===== src/rtl/regmig_pkg.sv =====
// Shared constants for the region migration controller.
// Assumes eight cores and sixteen regions laid out local/inter/center.
package regmig_pkg;
    localparam int NCORE    = 8;
    localparam int CORE_W   = $clog2(NCORE);
    localparam int NREG     = 16;
    localparam int REG_W    = $clog2(NREG);
    localparam int THRESH   = 3;
    localparam int STREAK_W = $clog2(THRESH + 1);
    typedef logic [REG_W-1:0]  region_t;
    typedef logic [CORE_W-1:0] core_t;
endpackage


===== src/rtl/regmig_hop.sv =====
// Next-hop table: given a block's region and the requesting core, returns
// the neighbouring region one step closer to that core's local region.
// Assumes region codes 0-7 local, 8-11 inter, 12-15 center.
module regmig_hop
    import regmig_pkg::*;
(
    input  region_t cur,
    input  core_t   tgt,
    output region_t nxt,
    output logic    at_home
);
    // Decode region class and pick the adjacent region toward tgt.
    always_comb begin
        at_home = 1'b0;
        if (!cur[3]) begin
            at_home = (cur[2:0] == tgt);
            nxt     = {2'b10, cur[2:1]};
        end else if (cur[3:2] == 2'b10) begin
            if (cur[1:0] == tgt[2:1]) nxt = {1'b0, tgt};
            else                      nxt = {2'b11, cur[1:0]};
        end else begin
            nxt = {2'b10, tgt[2:1]};
        end
    end

    // Every non-home step must change region.
    always_comb begin
        AST_HOP_MOVES: assert (at_home || (nxt != cur));
    end
endmodule


===== src/rtl/regmig_store.sv =====
// Placement table: one entry per slot with valid, tag, region, last core
// and streak. One full write port for requests and one region-only port
// for acknowledged moves; the top guarantees they never hit the same slot.
module regmig_store
    import regmig_pkg::*;
#(
    parameter  int NENT  = 8,
    parameter  int TAG_W = 6,
    localparam int IDX_W = $clog2(NENT)
) (
    input  logic                clk,
    input  logic                rst_n,
    input  logic [IDX_W-1:0]    rd_idx,
    output logic                rd_valid,
    output logic [TAG_W-1:0]    rd_tag,
    output region_t             rd_region,
    output core_t               rd_last,
    output logic [STREAK_W-1:0] rd_streak,
    input  logic                wr_en,
    input  logic [IDX_W-1:0]    wr_idx,
    input  logic [TAG_W-1:0]    wr_tag,
    input  region_t             wr_region,
    input  core_t               wr_last,
    input  logic [STREAK_W-1:0] wr_streak,
    input  logic                mv_en,
    input  logic [IDX_W-1:0]    mv_idx,
    input  region_t             mv_region
);
    logic                valid_q  [NENT];
    logic [TAG_W-1:0]    tag_q    [NENT];
    region_t             region_q [NENT];
    core_t               last_q   [NENT];
    logic [STREAK_W-1:0] streak_q [NENT];

    for (genvar e = 0; e < NENT; e++) begin : g_ent
        // Update one entry from the request port or the move port.
        always_ff @(posedge clk) begin
            if (!rst_n) begin
                valid_q[e]  <= 1'b0;
                tag_q[e]    <= '0;
                region_q[e] <= '0;
                last_q[e]   <= '0;
                streak_q[e] <= '0;
            end else if (wr_en && wr_idx == IDX_W'(e)) begin
                valid_q[e]  <= 1'b1;
                tag_q[e]    <= wr_tag;
                region_q[e] <= wr_region;
                last_q[e]   <= wr_last;
                streak_q[e] <= wr_streak;
            end else if (mv_en && mv_idx == IDX_W'(e)) begin
                region_q[e] <= mv_region;
            end
        end
    end

    // Combinational read of the addressed slot.
    always_comb begin
        rd_valid  = valid_q[rd_idx];
        rd_tag    = tag_q[rd_idx];
        rd_region = region_q[rd_idx];
        rd_last   = last_q[rd_idx];
        rd_streak = streak_q[rd_idx];
    end
endmodule


===== src/rtl/regmig_ctrl.sv =====
// Region migration controller top. Looks up the block, reports its region
// with a full broadcast search mask, counts same-core streaks and issues one
// single-hop move at a time, stalling requests to the block being moved.
// Assumes the storage side raises mig_ack once per command.
module regmig_ctrl
    import regmig_pkg::*;
#(
    parameter  int NENT   = 8,
    parameter  int TAG_W  = 6,
    localparam int IDX_W  = $clog2(NENT),
    localparam int ADDR_W = TAG_W + IDX_W
) (
    input  logic              clk,
    input  logic              rst_n,
    input  logic              req_valid,
    output logic              req_ready,
    input  logic [CORE_W-1:0] req_core,
    input  logic [ADDR_W-1:0] req_addr,
    output logic              rsp_valid,
    output logic [REG_W-1:0]  rsp_region,
    output logic [NREG-1:0]   srch_mask,
    output logic              mig_valid,
    output logic [REG_W-1:0]  mig_src,
    output logic [REG_W-1:0]  mig_dst,
    output logic [IDX_W-1:0]  mig_slot,
    input  logic              mig_ack
);
    logic [IDX_W-1:0]    idx;
    logic [TAG_W-1:0]    tag;
    logic                rd_valid;
    logic [TAG_W-1:0]    rd_tag;
    region_t             rd_region;
    core_t               rd_last;
    logic [STREAK_W-1:0] rd_streak;
    logic                hit, same, reach, accept, fire, at_home;
    region_t             cur_region, nxt_region;
    logic [STREAK_W-1:0] new_streak;

    // Split the address into slot and tag.
    always_comb begin
        idx = req_addr[IDX_W-1:0];
        tag = req_addr[ADDR_W-1:IDX_W];
    end

    regmig_store #(.NENT(NENT), .TAG_W(TAG_W)) store_i (
        .clk(clk), .rst_n(rst_n), .rd_idx(idx),
        .rd_valid(rd_valid), .rd_tag(rd_tag), .rd_region(rd_region),
        .rd_last(rd_last), .rd_streak(rd_streak),
        .wr_en(accept), .wr_idx(idx), .wr_tag(tag), .wr_region(cur_region),
        .wr_last(req_core), .wr_streak(new_streak),
        .mv_en(mig_valid && mig_ack), .mv_idx(mig_slot), .mv_region(mig_dst)
    );

    regmig_hop hop_i (
        .cur(cur_region), .tgt(req_core), .nxt(nxt_region), .at_home(at_home)
    );

    // Stall only requests aimed at the slot whose move is outstanding.
    always_comb req_ready = !(mig_valid && idx == mig_slot);

    // Hit/streak evaluation and move decision for the presented request.
    always_comb begin
        accept     = req_valid && req_ready;
        hit        = rd_valid && (rd_tag == tag);
        cur_region = hit ? rd_region : tag[REG_W-1:0];
        same       = hit && (rd_last == req_core);
        reach      = same && (rd_streak == STREAK_W'(THRESH - 1));
        fire       = accept && reach && !at_home && !mig_valid;
        if (fire)       new_streak = '0;
        else if (reach) new_streak = STREAK_W'(THRESH - 1);
        else if (same)  new_streak = rd_streak + 1'b1;
        else            new_streak = STREAK_W'(1);
    end

    // Registered response and broadcast search mask.
    always_ff @(posedge clk) begin
        if (!rst_n) begin
            rsp_valid  <= 1'b0;
            rsp_region <= '0;
            srch_mask  <= '0;
        end else begin
            rsp_valid  <= accept;
            rsp_region <= accept ? cur_region : rsp_region;
            srch_mask  <= accept ? '1 : '0;
        end
    end

    // Move command register: set on fire, cleared on acknowledge.
    always_ff @(posedge clk) begin
        if (!rst_n) begin
            mig_valid <= 1'b0;
            mig_src   <= '0;
            mig_dst   <= '0;
            mig_slot  <= '0;
        end else if (fire) begin
            mig_valid <= 1'b1;
            mig_src   <= cur_region;
            mig_dst   <= nxt_region;
            mig_slot  <= idx;
        end else if (mig_valid && mig_ack) begin
            mig_valid <= 1'b0;
        end
    end

    AST_MIG_HOLD: assert property (@(posedge clk) disable iff (!rst_n)
        mig_valid && !mig_ack |=> mig_valid && $stable(mig_src) && $stable(mig_dst));
    AST_ACK_DROPS: assert property (@(posedge clk) disable iff (!rst_n)
        mig_valid && mig_ack |=> !mig_valid);
    AST_LOCAL_TO_INTER: assert property (@(posedge clk) disable iff (!rst_n)
        $rose(mig_valid) && !mig_src[3] |-> mig_dst[3:2] == 2'b10);
    AST_MASK_FULL: assert property (@(posedge clk) disable iff (!rst_n)
        rsp_valid |-> srch_mask == '1);
    AST_MASK_IDLE: assert property (@(posedge clk) disable iff (!rst_n)
        !rsp_valid |-> srch_mask == '0);
endmodule


===== config.mk =====
export PLATFORM = sky130hd
export DESIGN_NAME = regmig_ctrl
export DESIGN_NICKNAME = d
export VERILOG_FILES = /design/src/rtl/regmig_pkg.sv /design/src/rtl/regmig_hop.sv /design/src/rtl/regmig_store.sv /design/src/rtl/regmig_ctrl.sv
export SDC_FILE = /design/constraint.sdc
export NUM_CORES = 1
export LEC_CHECK = 0
export BUFFER_PORTS_ARGS = -buffer_cell sky130_fd_sc_hd__buf_2
export CORE_AREA = 2 2 150 152
export CTS_BUF_LIST = sky130_fd_sc_hd__clkbuf_2
export DETAILED_ROUTE_END_ITERATION = 10
export DIE_AREA = 0 0 152 154
export GPL_TIMING_DRIVEN = 0
export SLEW_MARGIN = 30
export SYNTH_ARGS = -nofsm -noshare
export SYNTH_HDL_FRONTEND = slang
export SYNTH_HIERARCHICAL = 1
export SYNTH_SLANG_ARGS = --single-unit

===== constraint.sdc =====
create_clock -name clk -period 4 [get_ports clk]
set_input_delay 0.6 -clock clk [delete_from_list [all_inputs] [get_ports clk]]
set_output_delay 0.6 -clock clk [all_outputs]
set_load 0.02 [all_outputs]

# --- After elaboration in Yosys (flattened, before gate mapping) ---
# Memory sizes are Yosys's and may differ from the RTL's.
# Cells that the tools add are included.
classes:
  addsub: 1
  n_eq_ne: 21
  mux: 116
  bitwise_logic: 48
  reduce_logical: 31
ops:
  columns: ["op", "n"]
  rows:
  - ["4-bit two-way mux", 20]
  - ["1-bit two-way mux", 68]
  - ["6-bit two-way mux", 8]
  - ["1-bit OR", 48]
  - ["1-bit logical AND", 25]
  - ["3-bit == test (second input constant)", 8]
  - ["3-bit two-way mux", 8]
  - ["2-bit two-way mux", 11]
  - ["16-bit two-way mux", 1]
  - ["3-bit by 2-bit == test with 1-bit output (second input constant)", 4]
  - ["3-bit == test", 3]
  - ["3-bit by 1-bit == test with 1-bit output (second input constant)", 2]
  - ["6-bit == test", 1]
  - ["3-bit logical NOT", 2]
  - ["2-bit == test (second input constant)", 2]
  - ["1-bit logical NOT", 3]
  - ["2-bit by 1-bit adder with 2-bit output (second input constant)", 1]
  - ["2-bit == test", 1]
  - ["2-bit nonzero test", 1]
word_totals:
  ff_bits: 33
  mem_bits_rw: 128
  in_bits: 16
  out_inout_bits: 34
  elab_cells: 229
  memories: 5
mem_list:
  columns: ["name", "depth", "width", "read_ports", "rd_ports_with_merged_regs", "wr", "line", "text"]
  rows:
  - ["store_i.tag_q", 8, 6, 1, 0, 8, "regmig_store.sv:30", "logic [TAG_W-1:0] tag_q [NENT];"]
  - ["store_i.region_q", 8, 4, 1, 0, 8, "regmig_store.sv:31", "region_t region_q [NENT];"]
  - ["store_i.last_q", 8, 3, 1, 0, 8, "regmig_store.sv:32", "core_t last_q [NENT];"]
  - ["store_i.streak_q", 8, 2, 1, 0, 8, "regmig_store.sv:33", "logic [STREAK_W-1:0] streak_q [NENT];"]
  - ["store_i.valid_q", 8, 1, 1, 0, 8, "regmig_store.sv:29", "logic valid_q [NENT];"]

# --- Depth between registers and ports, before layout ---
# Gate-level depths: netlist of run 1.
# An unclocked memory read counts as a cell.
depth:
  ltp_word: 11
  ltp_mapped: 16
  depth_no_buf: 12

# --- Modules after synthesis ---
# The synthesis of run 1 kept the hierarchy.
modules_own_cells:
  columns: ["mod", "instances", "cells_per_inst", "area_each_um2", "seq_area_each_um2"]
  rows:
  - ["regmig_store", 1, 378, 6190.9, 3833.7]
  - ["regmig_ctrl", 1, 131, 1111.1, 340.3]
  - ["regmig_hop", 1, 28, 171.4, 0.0]

# --- Least setup slack after synthesis of run 1 ---
# No wires, ideal clock.
synth_path:
  path_type: "input-to-reg"
  start: "input req_addr[0]"
  end: "register mig_dst[0]"
  setup_ns: 0.072
  arrival_ns: 4.181
  t_required_ns: 3.928
  slack_ns: -0.252
  stages: 15
  path_buffers: 3
  cell_sequence: "buf_6 buf_6 mux4_1 mux2_2 xnor2_1 nand4_1 o31ai_1 nand2_1 xor2_1 nor4_1 and4bb_1 or4b_4 nor4_4 buf_6 mux2i_1"
synth_between:
  elab_chain_cells: 9
  word_cells_on_any_way: 27
  classes_between: "eq/ne (7); mux (5); reduce/logical (10); memory (5)"
synth_lines:
  columns: ["element", "line", "text"]
  rows:
  - ["start: declaration", "regmig_ctrl.sv:18", "input logic [ADDR_W-1:0] req_addr,"]
  - ["memory 8 x 6 bit", null, null]
  - ["named net rd_tag[2]", "regmig_ctrl.sv:31", "logic [TAG_W-1:0] rd_tag;"]
  - ["6-bit == test", "regmig_ctrl.sv:64", "hit = rd_valid && (rd_tag == tag);"]
  - ["1-bit logical AND", "regmig_ctrl.sv:64", null]
  - ["4-bit two-way mux", "regmig_ctrl.sv:65", "cur_region = hit ? rd_region : tag[REG_W-1:0];"]
  - ["named net cur_region[0]", "regmig_ctrl.sv:36", "region_t cur_region, nxt_region;"]
  - ["3-bit == test", "regmig_hop.sv:16", "at_home = (cur[2:0] == tgt);"]
  - ["1-bit two-way mux", "regmig_hop.sv:15", "if (!cur[3]) begin"]
  - ["named net at_home", "regmig_ctrl.sv:35", "logic hit, same, reach, accept, fire, at_home;"]
  - ["1-bit logical NOT", "regmig_ctrl.sv:68", "fire = accept && reach && !at_home && !mig_valid;"]
  - ["1-bit logical AND (2 in a row)", "regmig_ctrl.sv:68", null]
  - ["end signal: assignment", "regmig_ctrl.sv:98", "mig_dst <= nxt_region;"]
  - ["end: declaration", "regmig_ctrl.sv:24", "output logic [REG_W-1:0] mig_dst,"]
# The timed path passes the listed nets, and every way through them passes these cells.
# A chain may end at the register's enable or synchronous reset.

# --- Worst setup path in the final report of run 1 ---
layout_path:
  start: "input req_addr[0]"
  end: "register mig_slot[1]"
layout_between:
  elab_chain_cells: 9
  word_cells_on_any_way: 22
  classes_between: "eq/ne (5); mux (2); reduce/logical (10); memory (5)"
layout_lines:
  columns: ["element", "line", "text"]
  rows:
  - ["memory 8 x 6 bit", null, null]
  - ["named net rd_tag[5]", "regmig_ctrl.sv:31", null]
  - ["6-bit == test", "regmig_ctrl.sv:64", null]
  - ["1-bit logical AND", "regmig_ctrl.sv:64", null]
  - ["4-bit two-way mux", "regmig_ctrl.sv:65", null]
  - ["named net cur_region[0]", "regmig_ctrl.sv:36", null]
  - ["3-bit == test", "regmig_hop.sv:16", null]
  - ["1-bit two-way mux", "regmig_hop.sv:15", null]
  - ["named net at_home", "regmig_ctrl.sv:35", null]
  - ["1-bit logical NOT", "regmig_ctrl.sv:68", null]
  - ["1-bit logical AND (2 in a row)", "regmig_ctrl.sv:68", null]
  - ["end signal: assignment", "regmig_ctrl.sv:99", "mig_slot <= idx;"]
  - ["end: declaration", "regmig_ctrl.sv:25", "output logic [IDX_W-1:0] mig_slot,"]
# The timed path passes the listed nets, and every way through them passes these cells.

==> impl_metrics.csv, run 1 <==
group,metric,value,unit
timing,fin_crit_sh,0.975,
min_path,min_path_type,"in -> reg",
synthesis,synth_cell_type_count,52,
synthesis,synthArstFlopShare,0,
timing,finalSetupTns,0,ns
outcome,status,"complete, no violations",
final_layout,syn2layout_area_growth,17.5,%
routing,drt_iter0_markers,436,
synthesis,synth_edf_count,127,
worst_setup_path,required,4.66,ns
timing,finalMaxSlewViolations,0,
synthesis,synthesis.nets,554,
clock_tree,cts.sinks,145,
grt,antenna_found_initial,1,
timing,min_period,3.90,ns
placement,io_buffers,49,
worst_setup_path,start_kind,"input pin",
synthesis,ys_seq_area_frac,0.559,
final_layout,drive_gt1_frac,0.318,
die,coreArea,21700,µm²
grt,grt-ovfl-total,0,
routing,drc,0,
pwr,power.switching,0.000863,W
timing,finalHoldViolations,0,
routing,drt-pass1-iter-count,5,
clock_tree,root_buffer,"clkbuf_2",
clock_tree,cts_max_path_buffers,2,
final_layout,mostFrequentLayoutCell,"edfxtp_1",
pwr,p_clk_frac,0.296,
timing,hold_ws,0.191,ns
die,die_h,154,µm
clock_tree,htreeDepth,4,
pwr,p_int,0.00229,W
worst_setup_path,critPathKind,"in -> reg",
grt,grt_pass1_vias,5035,
die,die_x,152,µm
pwr,power.switching_fraction,0.274,
pwr,pwr-share-seq,0.554,
worst_setup_path,crit_family,"simple AND/OR/NAND/NOR gates",
worst_setup_path,slowest_delay,0.58,ns
worst_setup_path,cp.arrival,4.56,ns
timing,slew_headroom,0.501,
synthesis,synth_warnings,6,
clock_tree,cts_buffers,17,
grt,grt_usage,0.170,
clock_tree,clk_pin_slew_worst_paths,0.23,ns
final_layout,multiInputGateArea,3180,µm²
synthesis,synth_cells,537,
placement,dp_hpwl,13700,µm
pwr,leakage,3.35,nW
worst_setup_path,crit_path_end_kind,"flip-flop",
timing,setup_viol,0,
worst_setup_path,worst_path_max_delay_cell,"mux4_1",
final_layout,regArea,4170,µm²
die,ios,50,
worst_setup_path,cp_cell_sequence,"buf_4 -> buf_8 -> buf_6 -> mux4_1 -> mux2_4 -> xnor2_4 -> buf_4 -> nand2_4 -> o31ai_4 -> nand2_2 -> xor2_1 -> nor4_1 -> and4bb_1 -> or4b_4 -> nor4_4 -> buf_4 -> buf_8 -> mux2i_1",
pwr,powerDensity,359,nW/µm²
die,initial_core_util,0.345,
synthesis,synth.avg_cell_area,13.9,µm²
timing,worst_slew_pin_slew,0.749,ns
routing,ant_nets,0,
pwr,ir_worst_vdd,211,µV
synthesis,ys_seq_elements,145,
run,maxCapViolCount,0,
final_layout,final_cell_mix,"127 x edfxtp_1, 91 x and2_1, 62 x buf_2",
die,dieArea,23400,µm²
final_layout,n_fill_cell,2037,
routing,viasPerCell,5.36,
grt,grt_pass1_wl,30100,µm
worst_setup_path,path_buf_inv,6,
synthesis,syn-cell-area,7470,µm²
timing,fmax,0.257,GHz
final_layout,nNetsFinal,645,
routing,vias,4948,
worst_setup_path,critPathMaxFanout,10,
pwr,power_frac_comb,0.150,
routing,routedWlPerCell,21.2,µm
die,rows,54,
worst_setup_path,cpMostUsedCell,"buf_4",
timing,fin_skew,0.0405,ns
clock_tree,ctsHoldBuffers,0,
placement,globalplace.congestion,0.831,
routing,wirelength,19500,µm
clock_tree,clk_latency,0.72,ns
clock_tree,cts_tree,"done",
grt,grt_max_degree,18,
timing,rsz0062_at_grt,"true",
synthesis,synth_top_flop_cell,"edfxtp_1",
-- cell families (layout without fill, tap and decap cells) --
family                   Yosys count  count (layout)  synth area share
adder cells (fa/ha/maj)            1               1           0.00167
buffers and inverters             58             162            0.0442
XOR/XNOR                          18              18            0.0211
multiplexers                      59              59             0.149
flip-flops                       145             145             0.559
AND/OR/NAND/NOR                  184             184             0.152
AO/OA/AOI/OAI                     72              72            0.0735
other                              0               2                 0
-- registers in the layout (all words and copies together) (netlist names), 3 cells and up --
name and cells:
mig_dst 4, mig_slot 3, mig_src 4, rsp_region 4
store_i/last_q 24, store_i/region_q 32, store_i/streak_q 16, store_i/tag_q 48
store_i/valid_q 8
-- through the flow --
step                      worst slack (ns)   util  power (W)  cells  cell area [µm²]
after floorplan                    -0.0969      -    0.00204    537             7510
final                                0.102  0.405    0.00315    923             8780
after CTS                          -0.0245  0.401    0.00315    917             8700
after global placement               -1.15  0.374    0.00217    866             8110
after detailed placement             -1.24  0.381    0.00220    874             8260
after global routing               -0.0527  0.405    0.00326    922             8780
-- layer usage --
layer	wire length, µm	share of wire	vias to the layer above	global-route usage
met5	0	0	-	0
met4	343	0.018	0	0.0490
met3	1070	0.055	25	0.0344
met2	9680	0.49	191	0.286
met1	8460	0.43	2497	0.224
li1	-	-	2235	-
-- worst register-to-register path, cell delays in order, from the launching register on --
cell	delay (ns)
edfxtp_1	0.42
mux4_2	0.54
mux2_4	0.33
xnor2_4	0.17
buf_4	0.15
nand2_4	0.09
o31ai_4	0.30
nand2_2	0.10
xor2_1	0.17
nor4_1	0.06
and4bb_1	0.30
or4b_4	0.51
nor4_4	0.16
buf_4	0.19
buf_8	0.14
mux2i_1	0.21
-- power groups by stage --
stage | clock [W] | combinational (W) | sequential [W]
6_report | 0.000933 | 0.000472 | 0.00175
5_1_grt | 0.00101 | 0.000502 | 0.00176
4_1_cts | 0.000948 | 0.000452 | 0.00175
3_5_place_dp | 0 | 0.000415 | 0.00178
3_3_place_gp | 0 | 0.000388 | 0.00178
2_1_floorplan | 0 | 0.000265 | 0.00178
-- Yosys cell counts, drive strengths merged (3+ instances only) --
cell type | n | area, µm²
buf | 43 | 272
mux2 | 16 | 180
nor4bb | 3 | 30.0
xor2 | 7 | 61.3
a22o | 32 | 280
and4 | 3 | 26.3
nand4 | 7 | 43.8
nor3 | 9 | 65.1
and4b | 3 | 30.0
o31ai | 6 | 45.0
edfxtp | 127 | 3810
nand4b | 3 | 26.3
a31oi | 5 | 31.3
or2 | 4 | 25.0
mux2i | 11 | 110
inv | 8 | 30.0
o21ai | 13 | 65.1
xnor2 | 11 | 96.3
nand2b | 9 | 56.3
clkbuf | 7 | 28.8
and2 | 91 | 569
mux4 | 32 | 826
a21oi | 4 | 20.0
dfxtp | 18 | 360
nor2 | 9 | 33.8
nand2 | 30 | 113
-- final timing paths --
check | from | endpoint | slack (ns) | cells past startpoint
setup reg to reg | store_i/tag_q[5][3] | mig_slot[1] | 0.11 | 15
hold / removal | req_addr[0] | mig_slot[0] | 0.19 | 3
setup / recovery | req_addr[0] | mig_slot[1] | 0.10 | 18
hold reg to reg | mig_src[3] | mig_src[3] | 0.48 | 2
-- cell type report --
cell class | instances | area share
sequential | 145 | 0.475
timing repair buffer | 73 | 0.0530
clock inverter | 14 | 0.0201
multi-input combinational | 334 | 0.362
tap | 280 | 0.0399
antenna | 2 | 0.000570
clock buffer | 18 | 0.0103
buffer | 49 | 0.0359
inverter | 8 | 0.00342
-- timing repair --
action / in CTS / in global routing
cloned: 1 / 0
buffers inserted: 10 / 5
pin swaps: 8 / 12
gates resized for setup: 22 / 10
setup endpoints to repair: 20 / 11
No activity file was read; power rests on OpenSTA's default activity.
==> inputs of run 2 (changes only) <==
- CTS_BUF_LIST: sky130_fd_sc_hd__clkbuf_2 -> sky130_fd_sc_hd__clkbuf_16
==> run 2 against run 1 <==
Net effect: count of clock-buffer cells in the layout is 1 lower; sequential power about the same; non-clock buffer count rose by 21; die area unchanged; first-iteration DRC count fell by 0.23%; maximum frequency is 2.0% lower; hold slack gained 0.27 ns; sequential share of layout area decreased by 3.1 points; final area rose by 6.9%; critical path type unchanged; largest power group unchanged.
==> impl_metrics.csv, run 2 (same netlist as run 1, synthesis figures left out) <==
group,metric,value,unit
outcome,status,"complete, no violations",
clock_tree,clk_latency,0.43,ns
placement,io_buffers,49,
grt,grt_max_degree,18,
timing,fmax,0.251,GHz
die,coreArea,21700,µm²
grt,grt_pass1_vias,5193,
die,ios,50,
clock_tree,root_buffer,"clkbuf_16",
clock_tree,htreeDepth,4,
grt,grt_pass1_wl,31000,µm
routing,drc,0,
routing,vias,5098,
die,die_h,154,µm
final_layout,regMostFlops,"store_i/tag_q",
run,maxCapViolCount,0,
final_layout,drive_gt1_frac,0.343,
timing,fin_skew,0.00943,ns
routing,drt-pass1-iter-count,5,
routing,drt_iter0_markers,435,
worst_setup_path,required,4.36,ns
timing,worst_slew_pin_slew,0.782,ns
worst_setup_path,crit_path_end_kind,"flip-flop",
die,die_x,152,µm
placement,globalplace.congestion,0.831,
worst_setup_path,critPathMaxFanout,7,
timing,fin_crit_sh,0.994,
min_path,min_path_type,"reg -> reg",
final_layout,nNetsFinal,666,
worst_setup_path,r2r_setup_slack,0.10,ns
grt,antenna_found_initial,0,
timing,setup_viol,0,
clock_tree,cts_tree,"done",
pwr,ir_worst_vdd,291,µV
timing,finalHoldViolations,0,
timing,min_period,3.98,ns
final_layout,n_fill_cell,1947,
clock_tree,cts_buffers,17,
placement,place_ws,-1.24,ns
pwr,p_clk_frac,0.422,
pwr,power.switching,0.000960,W
die,rows,54,
pwr,powerDensity,415,nW/µm²
timing,rsz0062_at_grt,"true",
routing,viasPerCell,5.41,
final_layout,syn2layout_area_growth,25.6,%
grt,grt_usage,0.177,
worst_setup_path,start_kind,"input pin",
final_layout,final_cell_mix,"127 x edfxtp_1, 91 x and2_1, 58 x buf_2",
placement,dp_hpwl,13700,µm
final_layout,mostFrequentLayoutCell,"edfxtp_1",
clock_tree,clk_pin_slew_worst_paths,0.06,ns
pwr,pwr-share-seq,0.448,
clock_tree,ctsHoldBuffers,0,
timing,finalMaxSlewViolations,0,
routing,routedWlPerCell,21.6,µm
die,initial_core_util,0.345,
worst_setup_path,cp.arrival,4.33,ns
routing,wirelength,20300,µm
worst_setup_path,critPathKind,"in -> reg",
pwr,p_int,0.00294,W
timing,slew_headroom,0.479,
grt,grt-ovfl-total,0,
final_layout,top_regs,"store_i/tag_q (48), store_i/region_q (32), store_i/last_q (24)",
final_layout,largest_reg_flops,48,
routing,ant_nets,0,
clock_tree,cts_max_path_buffers,2,
pwr,power_frac_comb,0.130,
pwr,power.switching_fraction,0.246,
pwr,leakage,3.65,nW
placement,placed_cells,874,
die,dieArea,23400,µm²
timing,fin_ws,0.0237,ns
final_layout,fin_cells,943,
clock_tree,cts.sinks,145,
-- run 2: stage by stage --
stage               cell area (µm²)  hold slack [ns]  total power, W  utilization  TNS, ns
CTS                            9280            0.461         0.00389        0.428    -1.47
floorplan                      7510            0.433         0.00204            -   -0.910
global route                   9390            0.496         0.00401        0.433   -0.531
finish                         9390            0.463         0.00390        0.433        0
detailed placement             8260            0.447         0.00220        0.381   -26.50
global placement               8110            0.443         0.00217        0.374  -125.00
-- run 2: final timing paths --
check                 startpoint           to  depth (start not counted)
max                  req_addr[0]  mig_slot[1]                         17
min                   mig_src[3]   mig_src[3]                          2
max reg2reg  store_i/tag_q[5][3]  mig_slot[1]                         15
min reg2reg           mig_src[3]   mig_src[3]                          2
-- run 2: layer usage --
layer | share of wire | vias up | track usage
met5 | 0 | - | 0
li1 | - | 2273 | -
met4 | 0.025 | 0 | 0.0632
met2 | 0.49 | 178 | 0.292
met1 | 0.43 | 2604 | 0.233
met3 | 0.048 | 43 | 0.0349
-- run 2: area by class of cell --
type	instances	area [µm²]	share of cell area
Timing Repair Buffer	94	674	0.0718
Antenna cell	1	2.50	0.000266
Inverter	8	30.0	0.00320
Sequential cell	145	4170	0.445
Multi-Input combinational cell	334	3200	0.341
Clock inverter	15	180	0.0192
Clock buffer	17	425	0.0453
Buffer	49	350	0.0373
Tap cell	280	350	0.0373
-- run 2: what timing repair did --
action	in CTS	in global routing
pin swaps	12	13
endpoints found under the setup margin	20	28
buffers inserted	30	6
gates resized for setup	38	19
cloned	2	0
-- run 2: critical path, stage by stage --
cell and delay (ns):
buf_12 0.12, buf_12 0.13, mux4_2 0.55, mux2_4 0.32, xnor2_2 0.19, nand4_1 0.14, mux2i_1 0.28, nand2_1 0.15
clkbuf_8 0.16, xor2_2 0.15, nor4_2 0.06, and4bb_1 0.29, or4b_4 0.51, nor4_4 0.16, buf_6 0.16, buf_8 0.13
mux2i_1 0.21
-- run 2: power groups by stage --
stage | combinational [W] | clock [W] | sequential, W
after floorplan | 0.000265 | 0 | 0.00178
after CTS | 0.000485 | 0.00166 | 0.00175
after detailed placement | 0.000415 | 0 | 0.00178
after global placement | 0.000388 | 0 | 0.00178
final | 0.000507 | 0.00164 | 0.00175
after global routing | 0.000538 | 0.00172 | 0.00176
==> inputs of run 3 (changes only) <==
- RECOVER_POWER: not set -> 50
==> run 3 against run 2 <==
Net effect: cell count did not move; largest power group unchanged; flip-flop and latch count unchanged; largest cell class unchanged; die area unchanged.
==> impl_metrics.csv, run 3 (same netlist as run 1, synthesis figures left out) <==
group,metric,value,unit
timing,fin_crit_sh,0.992,
die,rows,54,
worst_setup_path,worst_path_max_delay_cell,"mux4_2",
timing,finalMaxSlewViolations,0,
grt,grt_usage,0.177,
pwr,powerDensity,416,nW/µm²
grt,grt-ovfl-total,0,
routing,routedWlPerCell,21.5,µm
placement,io_buffers,49,
clock_tree,cts_tree,"done",
timing,worst_slew_pin_slew,1.37,ns
final_layout,regMostFlops,"store_i/tag_q",
timing,slew_headroom,0.0753,
routing,viasPerCell,5.40,
die,initial_core_util,0.345,
routing,ant_nets,0,
final_layout,finalInstanceArea,9360,µm²
worst_setup_path,crit_path_end_kind,"flip-flop",
grt,grt_pass1_vias,5193,
pwr,ir_worst_vdd,289,µV
final_layout,drive_gt1_frac,0.314,
timing,finalHoldViolations,0,
final_layout,largest_reg_flops,48,
timing,min_period,3.97,ns
placement,dpl-instance-area,8260,µm²
grt,grt_pass1_wl,31000,µm
timing,setup_viol,0,
run,maxCapViolCount,0,
die,coreArea,21700,µm²
timing,rsz0062_at_grt,"true",
worst_setup_path,crit_family,"multiplexers",
die,die_x,152,µm
final_layout,fin_cells,943,
worst_setup_path,start_kind,"input pin",
placement,dp_hpwl,13700,µm
grt,grt_max_degree,18,
grt,antenna_found_initial,0,
clock_tree,htreeDepth,4,
timing,fin_skew,0.00831,ns
final_layout,final_cell_mix,"127 x edfxtp_1, 91 x and2_1, 40 x buf_2",
final_layout,nNetsFinal,666,
placement,globalplace.congestion,0.831,
routing,drt-pass1-iter-count,5,
clock_tree,clk_pin_slew_worst_paths,0.06,ns
outcome,status,"complete, no violations",
timing,hold_ws,0.463,ns
worst_setup_path,path_buf_inv,5,
worst_setup_path,cp_cell_sequence,"buf_12 -> buf_12 -> mux4_2 -> mux2_4 -> xnor2_2 -> nand4_1 -> mux2i_1 -> nand2_1 -> clkbuf_8 -> xor2_2 -> nor4_2 -> and4bb_1 -> or4b_4 -> nor4_4 -> buf_6 -> buf_8 -> mux2i_1",
clock_tree,ctsHoldBuffers,0,
die,dieArea,23400,µm²
final_layout,top_regs,"store_i/tag_q (48), store_i/region_q (32), store_i/last_q (24)",
placement,placed_cells,874,
clock_tree,cts_buffers,17,
worst_setup_path,critPathMaxFanout,7,
clock_tree,clk_latency,0.43,ns
final_layout,final_core_util,0.432,
routing,vias,5095,
timing,fmax,0.252,GHz
routing,drc,0,
die,ios,50,
clock_tree,root_buffer,"clkbuf_16",
worst_setup_path,cp.arrival,4.32,ns
worst_setup_path,required,4.36,ns
final_layout,syn2layout_area_growth,25.2,%
clock_tree,cts_max_path_buffers,2,
worst_setup_path,slowest_delay,0.55,ns
die,die_h,154,µm
pwr,leakage,3.57,nW
pwr,p_total,0.00390,W
final_layout,mostFrequentLayoutCell,"edfxtp_1",
routing,drt_iter0_markers,448,
worst_setup_path,critPathKind,"in -> reg",
final_layout,n_fill_cell,1959,
clock_tree,cts.sinks,145,
routing,wirelength,20300,µm
min_path,min_path_type,"reg -> reg",
[run 3: final timing paths]
check	startpoint	endpoint	slack, ns	cells past startpoint
worst max-delay path	req_addr[0]	mig_slot[1]	0.03	17
worst min register to register	mig_src[3]	mig_src[3]	0.46	2
worst min-delay path	mig_src[3]	mig_src[3]	0.46	2
worst max register to register	store_i/tag_q[5][3]	mig_slot[1]	0.11	15
[run 3: layout make-up]
class                   instances  area, µm²  area share
flip-flops and latches        145       4170       0.446
repair buffers                 94        652      0.0696
plain buffers                  49        350      0.0374
clock inverters                15        180      0.0192
multi-input cells             334       3200       0.341
diodes                          1       2.50    0.000267
clock buffers                  17        425      0.0454
inverters                       8       30.0     0.00321
well taps                     280        350      0.0374
[run 3: layer usage]
metal	GRT usage	vias to the layer above	routed length, µm
met5	0	-	0
met3	0.0349	41	1060
met1	0.233	2591	8670
li1	-	2273	-
met4	0.0632	0	541
met2	0.292	190	9990
[run 3: worst min-delay path: stages (launching register included)]
cell and delay (ns):
dfxtp_1 0.31, nand2_1 0.05, mux2i_1 0.05
[run 3: repair_timing]
action,CTS,global route
cloned,2,0
pin swaps,12,13
gates resized for setup,38,19
endpoints found under the setup margin,20,28
buffers inserted,30,6
[run 3: power breakdown]
group | switching [W] | internal, W | leakage [nW] | total (W)
Combinational | 0.000279 | 0.000224 | 1.85 | 0.000503
Sequential | 0.0000226 | 0.00173 | 1.41 | 0.00175
Clock | 0.000656 | 0.000988 | 0.302 | 0.00164
[run 3: per-stage QoR]
stage	setup slack, ns	setup TNS [ns]
floorplan	-0.0969	-0.910
global placement	-1.15	-125.00
detailed placement	-1.24	-26.50
CTS	-0.176	-1.47
global route	-0.0875	-0.531
finish	0.0302	0
